<file path="src/rtl/pll_ld_pkg.sv">
package pll_ld_pkg;
  // Width of a counter that must hold values 0..maxval.
  function automatic int unsigned cnt_w(input int unsigned maxval);
    int unsigned w;
    w = $clog2(maxval + 1);
    return (w < 1) ? 1 : w;
  endfunction
endpackage

</file>
<file path="src/rtl/pll_ld_rst_sync.sv">
module pll_ld_rst_sync (
  input  logic clk,
  input  logic rst_n,
  output logic rst_n_sync
);
  logic [1:0] sync_q;

  always_ff @(posedge clk or negedge rst_n) begin
    if (!rst_n) sync_q <= 2'b00;
    else        sync_q <= {sync_q[0], 1'b1};
  end

  assign rst_n_sync = sync_q[1];
endmodule

</file>
<file path="src/rtl/pll_ld_width.sv">
module pll_ld_width #(
  parameter int unsigned WIDE_LIMIT = 1
) (
  input  logic clk,
  input  logic rst_n,
  input  logic pulse,
  output logic over_now
);
  import pll_ld_pkg::*;
  localparam int unsigned WW = cnt_w(WIDE_LIMIT);
  localparam logic [WW-1:0] LIM = WW'(WIDE_LIMIT);

  logic [WW-1:0] wcnt_q, wcnt_d;

  // Over-width as soon as the pulse is active beyond LIM cycles.
  assign over_now = pulse && (wcnt_q == LIM);

  always_comb begin
    if (!pulse)          wcnt_d = '0;
    else if (wcnt_q == LIM) wcnt_d = wcnt_q;
    else                 wcnt_d = wcnt_q + 1'b1;
  end

  always_ff @(posedge clk or negedge rst_n) begin
    if (!rst_n) wcnt_q <= '0;
    else        wcnt_q <= wcnt_d;
  end
endmodule

</file>
<file path="src/rtl/pll_ld_run.sv">
module pll_ld_run #(
  parameter int unsigned GOOD_RUN = 8
) (
  input  logic clk,
  input  logic rst_n,
  input  logic stb,
  input  logic over_now,
  output logic set_req
);
  import pll_ld_pkg::*;
  localparam int unsigned RW = cnt_w(GOOD_RUN);
  localparam logic [RW-1:0] RUN_MAX = RW'(GOOD_RUN);
  localparam logic [RW-1:0] RUN_PRE = RW'(GOOD_RUN - 1);

  logic          dirty_q, dirty_d;
  logic [RW-1:0] run_q, run_d;
  logic          period_bad;

  assign period_bad = dirty_q || over_now;
  assign set_req    = stb && !period_bad && (run_q >= RUN_PRE);

  always_comb begin
    run_d   = run_q;
    dirty_d = dirty_q;
    if (stb) begin
      dirty_d = 1'b0;
      if (period_bad)          run_d = '0;
      else if (run_q != RUN_MAX) run_d = run_q + 1'b1;
    end else if (over_now) begin
      dirty_d = 1'b1;
    end
  end

  always_ff @(posedge clk or negedge rst_n) begin
    if (!rst_n) begin
      dirty_q <= 1'b0;
      run_q   <= '0;
    end else begin
      dirty_q <= dirty_d;
      run_q   <= run_d;
    end
  end
endmodule

</file>
<file path="src/rtl/pll_lock_detect.sv">
module pll_lock_detect #(
  parameter int unsigned WIDE_LIMIT = 1,
  parameter int unsigned GOOD_RUN   = 8
) (
  input  logic clk_xtal,
  input  logic rst_n,
  input  logic ref_stb,
  input  logic cp_up,
  input  logic cp_dn,
  output logic lock_o,
  output logic wide_o
);
  logic rst_int_n;
  logic pulse;
  logic over_now;
  logic set_req;
  logic lock_q, lock_d;
  logic wide_q;

  assign pulse = cp_up | cp_dn;

  pll_ld_rst_sync u_rst (
    .clk        (clk_xtal),
    .rst_n      (rst_n),
    .rst_n_sync (rst_int_n)
  );

  pll_ld_width #(.WIDE_LIMIT(WIDE_LIMIT)) u_width (
    .clk      (clk_xtal),
    .rst_n    (rst_int_n),
    .pulse    (pulse),
    .over_now (over_now)
  );

  pll_ld_run #(.GOOD_RUN(GOOD_RUN)) u_run (
    .clk      (clk_xtal),
    .rst_n    (rst_int_n),
    .stb      (ref_stb),
    .over_now (over_now),
    .set_req  (set_req)
  );

  // Clearing wins over setting.
  always_comb begin
    lock_d = lock_q;
    if (over_now)     lock_d = 1'b0;
    else if (set_req) lock_d = 1'b1;
  end

  always_ff @(posedge clk_xtal or negedge rst_int_n) begin
    if (!rst_int_n) begin
      lock_q <= 1'b0;
      wide_q <= 1'b0;
    end else begin
      lock_q <= lock_d;
      wide_q <= over_now;
    end
  end

  assign lock_o = lock_q;
  assign wide_o = wide_q;
endmodule

</file>
<file path="config.mk">
export PLATFORM = sky130hd
export DESIGN_NAME = pll_lock_detect
export DESIGN_NICKNAME = d
export VERILOG_FILES = /design/src/rtl/pll_ld_pkg.sv /design/src/rtl/pll_ld_rst_sync.sv /design/src/rtl/pll_ld_width.sv /design/src/rtl/pll_ld_run.sv /design/src/rtl/pll_lock_detect.sv
export SDC_FILE = /design/constraint.sdc
export NUM_CORES = 1
export LEC_CHECK = 0
export BUFFER_PORTS_ARGS = -buffer_cell sky130_fd_sc_hd__buf_2
export CAP_MARGIN = 20
export CORE_AREA = 2 2 39 41
export CTS_CLUSTER_SIZE = 8
export DETAILED_ROUTE_END_ITERATION = 12
export DIE_AREA = 0 0 41 43
export SLEW_MARGIN = 25
export SYNTH_ARGS = -nofsm -noshare
export SYNTH_HDL_FRONTEND = slang
export SYNTH_SLANG_ARGS = --single-unit
</file>
<file path="constraint.sdc">
create_clock -name clk_xtal -period 1.1 [get_ports clk_xtal]
set_clock_uncertainty 0.05 [all_clocks]
set_input_delay 0.11 -clock clk_xtal [delete_from_list [all_inputs] [get_ports clk_xtal]]
set_output_delay 0.11 -clock clk_xtal [all_outputs]
set_load 0.05 [all_outputs]
</file>
# Word-level counts from Yosys, hierarchy flattened
# Index checks and enable logic that the tools add are counted.
# totals
register_bits	10
in_bits	5
# classes
reduce_logical	9
bitwise_logic	1
addsub	2
order_cmp	1
n_mux	8
n_eq_ne	1
# op_table
operator	n
4-bit 2-to-1 mux	2
1-bit 2-to-1 mux	6
2-bit nonzero test	3
4-bit by 1-bit adder with 4-bit output (second input constant)	1
4-bit by 3-bit greater-or-equal comparator with 1-bit output (second input constant)	1
4-bit != test (second input constant)	1
1-bit logical AND	3
2-bit AND reduction	1
1-bit adder (second input constant)	1
1-bit logical NOT	1
1-bit logical OR	1
1-bit bitwise OR	1

# Depth between registers and ports, before layout
# Gate-level depths: netlist of the first run.
# depth
word_depth	8
mapped_depth	5
depth_no_buf	5

# Hierarchy
# A second synthesis of the first run with hierarchy kept.
# hier_totals
hier_cells	36
hier_area_um2	424.2
# by_module_without_submodules
module	area_each_um2	seq_area_each_um2	instances	cells_each
pll_ld_run	272.8	125.1	1	27
pll_lock_detect	66.3	50.0	1	4
pll_ld_rst_sync	53.8	50.0	1	3
pll_ld_width	31.3	25.0	1	2

# Worst setup path after synthesis of the first run
# Ideal clock, no wire load.
# synth_timing
path_type	register to register
startpoint	register u_run.run_q[0]
endpoint	register u_run.run_q[0]
t_required_ns	0.971
stages_incl_launch_ff	6
setup_ns	0.079
arrival_ns	1.028
period_less_slack_ns	1.158
path_slack_ns	-0.058
path_cell_list	dfrtp_1 inv_1 ha_1 nand3b_1 o31a_1 mux2i_1
# synth_via
elab_chain_len	3
elab_cells_between_ends	6
classes_between	add/sub (1); eq/ne (1); mux (2); reduce/logical (2)
# synth_rtl
element	line	rtl
start: declaration	pll_ld_run.sv:16	logic [RW-1:0] run_q, run_d;
start signal: assignment	pll_ld_run.sv:40	run_q <= run_d;
4-bit by 1-bit adder with 4-bit output / 4-bit != test (equally long branches)	pll_ld_run.sv:28	else if (run_q != RUN_MAX) run_d = run_q + 1'b1;
4-bit 2-to-1 mux / 2-bit nonzero test (equally long branches)	n/a	
4-bit 2-to-1 mux / 2-bit AND reduction (equally long branches)	n/a	
# Parallel ways exist; a longest one is shown, timed or not. The select of a mux whose other input is x is not followed.
# A chain may end at the register's enable or synchronous reset.

# Final worst setup path of the first run
# layout_timing
startpoint	register u_run.run_q[1]
endpoint	register u_run.run_q[0]
# layout_via
elab_chain_len	3
# layout_rtl
element	line
4-bit != test	pll_ld_run.sv:28
2-bit nonzero test (no line)	n/a
2-bit AND reduction (no line)	n/a
# Every way passes these cells.

==> results of run 1 <==
[sequential cells by signal, summed over array words and instances, names as in the netlist]
name	cells
u_width.wcnt_q	1
lock_o	1
wide_o	1
u_run.dirty_q	1
u_rst.sync_q	2
u_run.run_q	4
[critical path, stage by stage (launching register included)]
cell and delay [ps]:
dfrtp_1 400, inv_2 70, ha_1 130, nand3b_1 90, o31a_1 280, mux2i_1 140
[kinds of logic after synthesis]
family	synth area share [%]
mux	4.61
other cells	0.864
fa+ha+maj	5.76
flops	57.6
buf+inv	4.32
compound gates	14.1
simple gates	12.7
[layout make-up]
cell class,instances,area (sq um)
clock buffers,3,22.5
multi-input cells,22,178
repair buffers,12,77.6
flip-flops and latches,10,250
inverters,5,18.8
fillers,135,817
well taps,16,20.0
[power by group]
group,switching (mW),internal (mW)
logic,0.0533,0.0519
clock network,0.118,0.126
registers,0.0188,0.388
total,0.190,0.565
[metrics by stage]
step	worst slack (ps)	hold WS, ps	instances	util (%)
floorplan	-56.9	-236	37	-
detailed placement	-132	-151	63	37.2
CTS	-145	6.06	67	39.5
global route	-242	9.63	68	41.0
finish	-150	17.1	68	41.0
global placement	-109	-154	63	37.2
[cell usage in the layout (no fill, tap or decap), types with 2 or more instances in the layout]
master,netlist,routed
buf_2,0,6
buf_4,0,5
clkbuf_4,0,3
dfrtp_1,10,10
inv_1,4,3
inv_2,1,2
mux2i_1,2,2
nor2_1,2,2
[worst paths after layout]
kind,startpoint,cells after the start,slack [ps],to
max,u_run.run_q[1],5,-150,u_run.run_q[0]
min,cp_up,2,20,u_width.wcnt_q
max reg2reg,u_run.run_q[1],5,-150,u_run.run_q[0]
min reg2reg,u_rst.sync_q[1],0,70,wide_o
max in group asynchronous,u_rst.sync_q[1],0,680,u_width.wcnt_q
min in group asynchronous,u_rst.sync_q[1],0,70,wide_o
[repair_timing]
item / CTS / global route
gates resized for setup: 1 / 3
buffers inserted: 0 / 1
hold buffers: 1 / 0
hold endpoints to repair: 2 / 0
pin swaps: 2 / 2
setup endpoints to repair: 4 / 4
[layer usage]
layer / GRT usage, % / wire [um]
met1: 14.7 / 346
met2: 14.4 / 367
met3: 7.85 / 34
met4: 4.00 / 17
met5: 0 / 0
==> results_dict.tcl, run 1 <==
set metrics [dict create \
    outcome "complete, but fails checks" \
    failed_checks "setup timing" \
    synth_cell_type_count 22 \
    layout-drive-gt1-share_pct 38.5 \
    ir_drop_v 0.000786 \
    dieHeight_um 43 \
    die_area_sq_um 1760 \
    setup_violations 4 \
    drt_pass1_iterations 1 \
    yosysTopAreaCell "dfrtp_1" \
    worstPathArrival_ps 1380 \
    drv_slew 0 \
    synth_top_area_share_pct 57.6 \
    grt_pass1_wl_mm 1.26 \
    globalRouteOverflowTotal 0 \
    timing.final.ws_setup_ps -150 \
    synth_top_cells_by_count "dfrtp_1, inv_1, ha_1, mux2i_1, nor2_1" \
    grt_max_degree 9 \
    row_count 14 \
    routed_wl_um 765 \
    coreArea_sq_um 1380 \
    maxCapViolations 0 \
    nNetsFinal 61 \
    syn_nets 44 \
    path_class "reg -> reg" \
    insertion_delay_ps 270 \
    crit_fanout 3 \
    synth.most_common_cell "dfrtp_1" \
    num_vias 317 \
    drc_errors 0 \
    grt_antenna_before_repair 0 \
    htreeDepth 1 \
    powerDensity_nw_per_um2 1330 \
    synth.avg_cell_area_sq_um 11.7 \
    synthCells 37 \
    die_x_um 41 \
    hold_violations 0 \
    gp_congestion 0.641 \
    grt_pass1_vias 307 \
    required_ps 1230 \
    ios 7 \
    cts_tree "yes" \
    drt_iter0_drc 0 \
    timing.fmax_mhz 800 \
    fin_tns_setup_ps -518 \
    portBuffers 6 \
    power.total_uw 755 \
    cts_root_buf "clkbuf_4" \
    hold_path.class "in -> reg" \
    routedWlPerCell_um 11.3 \
    synth_area_leaders "dfrtp_1, ha_1, mux2i_1" \
    grt_use_total_pct 11.2 \
    grt_setup_unrepaired "true" \
    synthFlopType "dfrtp_1" \
    yosys_warnings 0 \
    cp-start-kind "flop" \
    ys_seq_area_share_pct 57.6 \
    fin_area_sq_um 567 \
    hpwl_um 560 \
    initial_core_util_pct 31.4 \
    leakagePower_nw 0.262 \
    syn-cell-area_sq_um 434 \
    period_share_pct 114 \
    cts_inserted_buffers 3 \
    ys_ff_latch 10 \
    fin_crit_ps 1250 \
    ant_nets 0 \
    cts_buffer_depth 2 \
    via_per_inst 4.66 \
    place_area_sq_um 514 \
    num_antenna_cells 0 \
    area_growth_syn_to_layout_pct 30.5 \
    async_flop_share_pct 100 \
    cts_sinks 10 \
    cts.clk_slew.worst_paths_ps 60 \
    cp-end-kind "flop" \
    synth_edf_count 0 \
]
No activity file was read; power rests on OpenSTA's default activity.
==> inputs of run 2 (changes only) <==
==> constraint.sdc (replaced) <==
create_clock -name clk_xtal -period 1.51 [get_ports clk_xtal]
set_clock_uncertainty 0.05 [all_clocks]
set_input_delay 0.151 -clock clk_xtal [delete_from_list [all_inputs] [get_ports clk_xtal]]
set_output_delay 0.151 -clock clk_xtal [all_outputs]
set_load 0.05 [all_outputs]
==> results_dict.tcl, run 2 (same netlist as run 1, synthesis figures left out) <==
set metrics [dict create \
    outcome "finished, final reports clean" \
    insertion_delay_ps 260 \
    p_seq_share_pct 56.0 \
    grt_antenna_before_repair 0 \
    path_class "reg -> reg" \
    cts_sinks 10 \
    routed_wl_um 689 \
    timing.fmax_mhz 792 \
    gp_congestion 0.705 \
    cp-end-kind "flop" \
    via_per_inst 4.57 \
    area_growth_syn_to_layout_pct 19.0 \
    cp_cell_sequence "inv_1, ha_1, nand3b_1, o31a_1, o22ai_1" \
    ant_nets 0 \
    crit_fanout 4 \
    layout-drive-gt1-share_pct 23.4 \
    routedWlPerCell_um 10.9 \
    grt_pass1_wl_mm 1.27 \
    drv_slew 0 \
    layout_commonest_cell "dfrtp_1" \
    largest-register "u_run.run_q" \
    cts_root_buf "clkbuf_4" \
    grt_pass1_vias 279 \
    htreeDepth 1 \
    internal_power_uw 397 \
    drc_errors 0 \
    num_antenna_cells 0 \
    cts_inserted_buffers 3 \
    cpPeakStageDelay_ps 420 \
    initial_core_util_pct 31.4 \
    period_share_pct 83.6 \
    worst_path_max_delay_cell "dfrtp_1" \
    globalRouteOverflowTotal 0 \
    power.switching_uw 133 \
    drt_iter0_drc 6 \
    num_vias 288 \
    fin_area_sq_um 517 \
    cts_setup_buffers 0 \
    holdWs_ps 50.7 \
    cts-resized-gates 0 \
    grt_setup_unrepaired "false" \
    fin_crit_ps 1260 \
    final_cell_mix "dfrtp_1, buf_2, inv_1, clkbuf_4" \
    portBuffers 6 \
    largest_reg_flops 4 \
    hold_path.class "in -> reg" \
    powerDensity_nw_per_um2 1030 \
    cts_tree "yes" \
    die_area_sq_um 1760 \
    timing.final.ws_setup_ps 248 \
    grt_max_degree 9 \
    reg_top3 "u_run.run_q: 4 flops, u_rst.sync_q: 2 flops" \
    dieHeight_um 43 \
    coreArea_sq_um 1380 \
    sw_frac_of_total_pct 25.1 \
    ios 7 \
    row_count 14 \
    worstPathArrival_ps 1400 \
    setup_violations 0 \
    ir_drop_v 0.000461 \
    leakagePower_nw 0.238 \
    required_ps 1640 \
    fin_tns_setup_ps 0 \
    place_area_sq_um 484 \
    clkPwrFrac_pct 33.8 \
    comb_power_share_pct 10.2 \
    hold_violations 0 \
    drt_pass1_iterations 4 \
    hpwl_um 527 \
    nNetsFinal 56 \
    die_x_um 41 \
    cts.clk_slew.worst_paths_ps 60 \
    cts_buffer_depth 2 \
    place_ws_ps 244 \
    cp-start-kind "flop" \
    grt_use_total_pct 11.1 \
    maxCapViolations 0 \
]
-- run 2: critical path: cells and delay by family (launching register included) --
family | cells | cell delay (ps)
flip-flops | 1 | 420
adder cells (fa/ha/maj) | 1 | 140
buffers and inverters | 1 | 70
AO/OA/AOI/OAI | 2 | 410
AND/OR/NAND/NOR | 1 | 100
-- run 2: worst paths after layout --
path                                      start             end  slack, ps  cells after the start
min in group asynchronous       u_rst.sync_q[1]  u_run.run_q[1]         90                      0
max in group asynchronous       u_rst.sync_q[1]          lock_o       1070                      0
worst min register to register  u_rst.sync_q[1]  u_run.run_q[1]         90                      0
worst max-delay path             u_run.run_q[0]  u_run.run_q[1]        250                      5
worst max register to register   u_run.run_q[0]  u_run.run_q[1]        250                      5
worst min-delay path                      cp_up  u_width.wcnt_q         50                      2
-- run 2: what timing repair did --
action	in CTS	in global routing
endpoints found under the hold margin	2	0
endpoints found under the setup margin	0	0
hold buffers	1	0
-- run 2: layout make-up --
class	count	area, sq um
clock buffer	3	22.5
fill	142	867
inverter	5	18.8
multi-input combinational	22	165
sequential	10	250
tap	16	20.0
timing repair buffer	7	40.0
-- run 2: metrics by stage --
| stage | utilization (%) | cells | total power, mW |
|---|---|---|---|
| after floorplan | - | 37 | 0.335 |
| after global placement | 35.0 | 59 | 0.354 |
| after detailed placement | 35.0 | 59 | 0.355 |
| after CTS | 37.3 | 63 | 0.535 |
| after global routing | 37.3 | 63 | 0.560 |
| final | 37.3 | 63 | 0.531 |
-- run 2: power by group through the flow --
stage | clock (mW) | combinational [mW] | sequential, mW
after floorplan | 0 | 0.0290 | 0.306
after global placement | 0 | 0.0518 | 0.302
after detailed placement | 0 | 0.0526 | 0.302
after CTS | 0.183 | 0.0546 | 0.297
after global routing | 0.198 | 0.0622 | 0.300
final | 0.180 | 0.0540 | 0.297
-- run 2: per-layer routing --
layer	vias up	global-route usage (%)	part of all wire, %
met5	-	0	0
met4	0	10.0	3.6
met3	4	3.14	2.6
met2	6	12.2	44
met1	131	16.6	49
li1	147	-	-
